$ cat src/rtl/dsg_guard.sv
module dsg_guard #(
  parameter int UV_DET_TICKS = 800,
  parameter int UV_REL_TICKS = 8,
  parameter int OC_DET_TICKS = 160,
  parameter int LD_REL_TICKS = 8,
  parameter int SC_DET_TICKS = 2,
  parameter int TEST_DIV     = 8
) (
  input  logic       clk,
  input  logic       rst_n,
  input  logic       tick,
  input  logic       test_mode,
  input  logic [1:0] cell_uv,
  input  logic       load_ge_oc,
  input  logic       load_ge_sc,
  input  logic       load_le_stby,
  input  logic       ovchg_active,
  output logic       dsg_en,
  output logic       standby,
  output logic [1:0] pull_sel
);

  localparam int UD_T = (UV_DET_TICKS / TEST_DIV > 0) ? UV_DET_TICKS / TEST_DIV : 1;
  localparam int UR_T = (UV_REL_TICKS / TEST_DIV > 0) ? UV_REL_TICKS / TEST_DIV : 1;
  localparam int OD_T = (OC_DET_TICKS / TEST_DIV > 0) ? OC_DET_TICKS / TEST_DIV : 1;
  localparam int LR_T = (LD_REL_TICKS / TEST_DIV > 0) ? LD_REL_TICKS / TEST_DIV : 1;
  localparam int UMAX = (UV_DET_TICKS > UV_REL_TICKS) ? UV_DET_TICKS : UV_REL_TICKS;
  localparam int OMAX = (OC_DET_TICKS > LD_REL_TICKS) ? OC_DET_TICKS : LD_REL_TICKS;
  localparam int UW   = $clog2(UMAX + 1);
  localparam int OW   = $clog2(OMAX + 1);
  localparam int SW   = $clog2(SC_DET_TICKS + 1);

  typedef enum logic [1:0] {S_RUN, S_OD, S_OC, S_SC} st_t;

  st_t st, st_nxt;
  logic od_def, def_nxt, stby_nxt;
  logic [UW-1:0] uv_cnt, uv_lim;
  logic [OW-1:0] oc_cnt, oc_lim;
  logic [SW-1:0] sc_cnt;
  logic uv_cond, oc_cond, sc_cond, uv_hit, oc_hit, sc_hit;

  wire in_od = (st == S_OD);
  wire in_ld = (st == S_OC) || (st == S_SC);

  assign uv_cond = in_od ? (!standby && cell_uv == 2'b00) : (|cell_uv);
  assign oc_cond = (st == S_RUN) ? (load_ge_oc && !ovchg_active) : (in_ld && !load_ge_oc);
  assign sc_cond = (st == S_RUN) && load_ge_sc;

  assign uv_lim = in_od ? (test_mode ? UW'(UR_T) : UW'(UV_REL_TICKS))
                        : (test_mode ? UW'(UD_T) : UW'(UV_DET_TICKS));
  assign oc_lim = in_ld ? (test_mode ? OW'(LR_T) : OW'(LD_REL_TICKS))
                        : (test_mode ? OW'(OD_T) : OW'(OC_DET_TICKS));

  assign uv_hit = tick && uv_cond && (uv_cnt >= uv_lim - 1'b1);
  assign oc_hit = tick && oc_cond && (oc_cnt >= oc_lim - 1'b1);
  assign sc_hit = tick && sc_cond && (sc_cnt >= SW'(SC_DET_TICKS - 1));

  always_comb begin
    st_nxt   = st;
    stby_nxt = standby;
    def_nxt  = od_def;
    case (st)
      S_OD: begin
        if (standby) begin
          if (load_le_stby) stby_nxt = 1'b0;
        end else if (od_def && !ovchg_active) begin
          def_nxt = 1'b0;
          if (|cell_uv) stby_nxt = 1'b1;
        end else if (uv_hit) begin
          st_nxt  = S_RUN;
          def_nxt = 1'b0;
        end
      end
      default: begin
        if (uv_hit) begin
          st_nxt   = S_OD;
          stby_nxt = !ovchg_active;
          def_nxt  = ovchg_active;
        end else if (st == S_RUN && sc_hit) begin
          st_nxt = S_SC;
        end else if (st == S_RUN && oc_hit) begin
          st_nxt = S_OC;
        end else if (in_ld && oc_hit) begin
          st_nxt = S_RUN;
        end
      end
    endcase
  end

  always_ff @(posedge clk or negedge rst_n) begin
    if (!rst_n) begin
      st      <= S_RUN;
      standby <= 1'b0;
      od_def  <= 1'b0;
      uv_cnt  <= '0;
      oc_cnt  <= '0;
      sc_cnt  <= '0;
    end else begin
      st      <= st_nxt;
      standby <= stby_nxt;
      od_def  <= def_nxt;

      if (!uv_cond || uv_hit)  uv_cnt <= '0;
      else if (tick)           uv_cnt <= uv_cnt + 1'b1;

      if (!oc_cond || oc_hit || st_nxt != st) oc_cnt <= '0;
      else if (tick)                          oc_cnt <= oc_cnt + 1'b1;

      if (!sc_cond || sc_hit || st_nxt != st) sc_cnt <= '0;
      else if (tick)                          sc_cnt <= sc_cnt + 1'b1;
    end
  end

  assign dsg_en   = (st == S_RUN);
  assign pull_sel = in_od ? 2'b01 : (in_ld ? 2'b10 : 2'b00);

endmodule

$ cat config.mk
export PLATFORM = sky130hd
export DESIGN_NAME = dsg_guard
export DESIGN_NICKNAME = d
export VERILOG_FILES = /design/src/rtl/dsg_guard.sv
export SDC_FILE = /design/constraint.sdc
export NUM_CORES = 1
export LEC_CHECK = 0
export BUFFER_PORTS_ARGS = -buffer_cell sky130_fd_sc_hd__buf_2
export CAP_MARGIN = 25
export CORE_MARGIN = 2
export CORE_UTILIZATION = 50
export CTS_CLUSTER_SIZE = 16
export DETAILED_ROUTE_END_ITERATION = 8
export GPL_TIMING_DRIVEN = 1
export PLACE_DENSITY = 0.7
export REMOVE_ABC_BUFFERS = 1
export SKIP_LAST_GASP = 1
export SYNTH_ARGS = -nofsm -noshare
export SYNTH_HDL_FRONTEND = slang
export SYNTH_SLANG_ARGS = --single-unit
$ cat constraint.sdc
create_clock -name clk -period 4.2 [get_ports clk]
set_clock_uncertainty 0.1 [all_clocks]
set_input_delay 0.42 -clock clk [delete_from_list [all_inputs] [get_ports clk]]
set_output_delay 0.42 -clock clk [all_outputs]
set_load 0.02 [all_outputs]
==> reports/metrics.yaml <==
outcome:
  outcome: "finished clean"
cells_and_area:
  fin_nets: 242
  stdcell_count: 255
  design_area_mm2: 0.001903
  n_antenna_cell: 0
  fill_cells: 326
  multi_input_area_mm2: 0.001097
  layout-drive-gt1-share: 0.1340
  utilization: 0.5658
  seqCellArea_um2: 600.6
  syn2layout_area_growth_pct: 7.644
worst_setup_path:
  rrSetupSlack_ns: 1.08
  slowest_stage: "dfrtp_1"
  crit_path_max_incr_delay_ns: 0.55
  cp_top_family: "simple AND/OR/NAND/NOR gates"
  crit_start: "st[1]"
  path_max_fanout: 11
  reg2reg_from: "st[1]"
  arrival_ns: 3.24
  path_buf_inv: 0
  end_kind: "register"
  crit_type: "reg -> reg"
  path_cells: "nand2b_1 > nand2b_1 > ha_1 > nand4_2 > or3b_1 > o221ai_2 > nand2_4 > or4_4 > o221a_2"
  worstPathRequired_ns: 4.32
  cpMostUsedCell: "nand2b_1"
  start_kind: "register"
power_and_ir_drop:
  pwr-share-seq: 0.475
  clock_power_share: 0.165
  power.switching_mw: 0.2511
  switching_share: 0.3927
  pwr-share-comb: 0.360
  max-vdd-ir-drop_mv: 0.2179
  p_leak_nw: 0.9302
  p_per_area_mw_per_mm2: 336.0
  p_int_mw: 0.3884
placed_design:
  portBuffers: 13
  placed_cell_area_mm2: 0.001871
  dp.cells: 251
  place_congestion: 0.8265
  place_hpwl_mm: 2.791
logic_synthesis:
  synth-seq-cells: 24
  synth_common_cells: "dfrtp_1, ha_1, nor2_1, nand2_1, inv_1"
  async_reset_ff_frac: 1.000
  synth.area.top_cells: "dfrtp_1, ha_1, nor2_1"
  yosysSeqAreaShare: 0.3397
  synth_edf_count: 0
  synth_top_family_by_area: "simple AND/OR/NAND/NOR gates"
  ys.flop_type: "dfrtp_1"
  synth-simple-area-share: 0.2371
  synth_top_cell_by_area: "dfrtp_1"
  yosys.cell_count.top_type: "dfrtp_1"
  yosysTopAreaCellShare: 0.3397
  synth_mux_area_frac: 0.02406
  ys.warnings.count: 0
  avgSynthCellArea_um2: 9.020
  synthCells: 196
  synth_compound_area_frac: 0.1352
  synth_xor_area_frac: 0.06936
  synth_cell_types: 47
  netlist_area_mm2: 0.001768
  synthAdderAreaFrac: 0.1486
floorplanning:
  start_util: 0.5257
  num_io_pins: 14
  dieArea_mm2: 0.004028
  num_rows: 21
  die_x_um: 63.47
  fp.dieH_um: 63.47
  core-area_mm2: 0.003363
clock_tree:
  root_buffer: "clkbuf_4"
  cts.path.max_buffers: 2
  post_cts_buffers: 0
  cts_made_buffers: 3
  tritoncts: "yes"
  insertion_delay_ns: 0.32
  cts_resized: 0
  clock_sinks: 24
  cts.clk_slew.worst_paths_ns: 0.14
  hold_buffers: 1
  cts_max_level: 1
min_path:
  hold_start: "load_ge_sc"
  min_path_type: "in -> reg"
routing:
  drt_iter0_markers: 37
  vias: 1464
  drt-wirelength-per-cell_um: 14.06
  antenna_left: 0
  viasPerCell: 5.741
  drc_errors: 0
  routed_wl_mm: 3.585
  drt_first_pass_iters: 4
timing:
  hold_viol_final: 0
  period_needed_ns: 3.123
  worst_pin_slew_ns: 0.5655
  fmaxAchievable_mhz: 320.2
  fin_hold_ws_ns: 0.2382
  setup_viol: 0
  post-route-period-util: 0.7435
  tns_ns: 0
  slew_violations: 0
  rsz0062_at_grt: "no"
  slew_headroom: 0.6230
global_route:
  antenna_found_initial: 0
  grt_pass1_wl_mm: 6.410
  first_global_vias: 1435
  overflow: 0
  gr-usage-all-layers: 0.1986
  grt_max_degree: 25
flow_run:
  maxCapViolations: 0
tightest hold or removal path, stage by stage:
cell and delay (ns):
buf_2 0.10, nand2_1 0.07, nor3_1 0.05
power groups by stage:
stage	Clock (mW)	Combinational, mW	Sequential, mW
6_report	0.105	0.230	0.304
5_1_grt	0.118	0.267	0.311
4_1_cts	0.110	0.231	0.303
3_5_place_dp	0	0.229	0.308
3_3_place_gp	0	0.219	0.304
2_1_floorplan	0	0.155	0.308
routing by layer:
layer,global-route usage,share of wire,vias to the layer above
met3,0.02321,0.033,7
met2,0.3263,0.48,33
met1,0.2673,0.47,701
li1,-,-,723
met5,0,0,-
met4,0.07609,0.018,0
registers in the layout, indices dropped and copies added (netlist names):
name     cells
oc_cnt       8
od_def       1
sc_cnt       2
st           2
standby      1
uv_cnt      10
stage by stage:
step	power (mW)	setup WS [ns]
floorplan	0.4635	1.315
global placement	0.5229	1.278
detailed placement	0.5369	1.116
CTS	0.6438	1.094
global route	0.6961	0.9192
finish	0.6395	1.077
worst paths after layout:
path,to,depth (start not counted)
worst max-delay path,od_def,9
worst min-delay path,sc_cnt[0],3
worst max register to register,od_def,9
worst min register to register,uv_cnt[2],1
max in group asynchronous,od_def,2
min in group asynchronous,st[0],2
layout by cell type (no fill, tap or decap), types with 2 or more instances in the layout:
cell,n
a21oi_1,8
or3_1,2
or3b_1,2
o21a_1,2
mux2i_1,2
o221a_2,2
mux2_2,2
nor3_1,5
nand3_1,7
clkbuf_4,3
conb_1,3
xnor2_1,5
o21ai_0,5
buf_2,13
a221oi_1,2
nand4_1,4
o22ai_1,2
a211oi_1,3
xor2_1,9
and3_1,3
dfrtp_1,24
inv_1,12
o31ai_1,2
ha_1,21
nor2_1,21
nand2_1,18
nand2b_1,8
cells by family after synthesis:
family / count (synthesis)
AND/OR/NAND/NOR: 80
XOR/XNOR: 14
buffers and inverters: 19
adder cells (fa/ha/maj): 21
other: 1
multiplexers: 4
flip-flops: 24
AO/OA/AOI/OAI: 33
area by class of cell:
| class | instances | share of cell area |
|---|---|---|
| flip-flops and latches | 24 | 0.3156 |
| repair buffers | 14 | 0.03945 |
| well taps | 46 | 0.03024 |
| clock buffers | 3 | 0.01183 |
| inverters | 13 | 0.02630 |
| multi-input cells | 155 | 0.5766 |
Power figures use the tool's default switching activity.
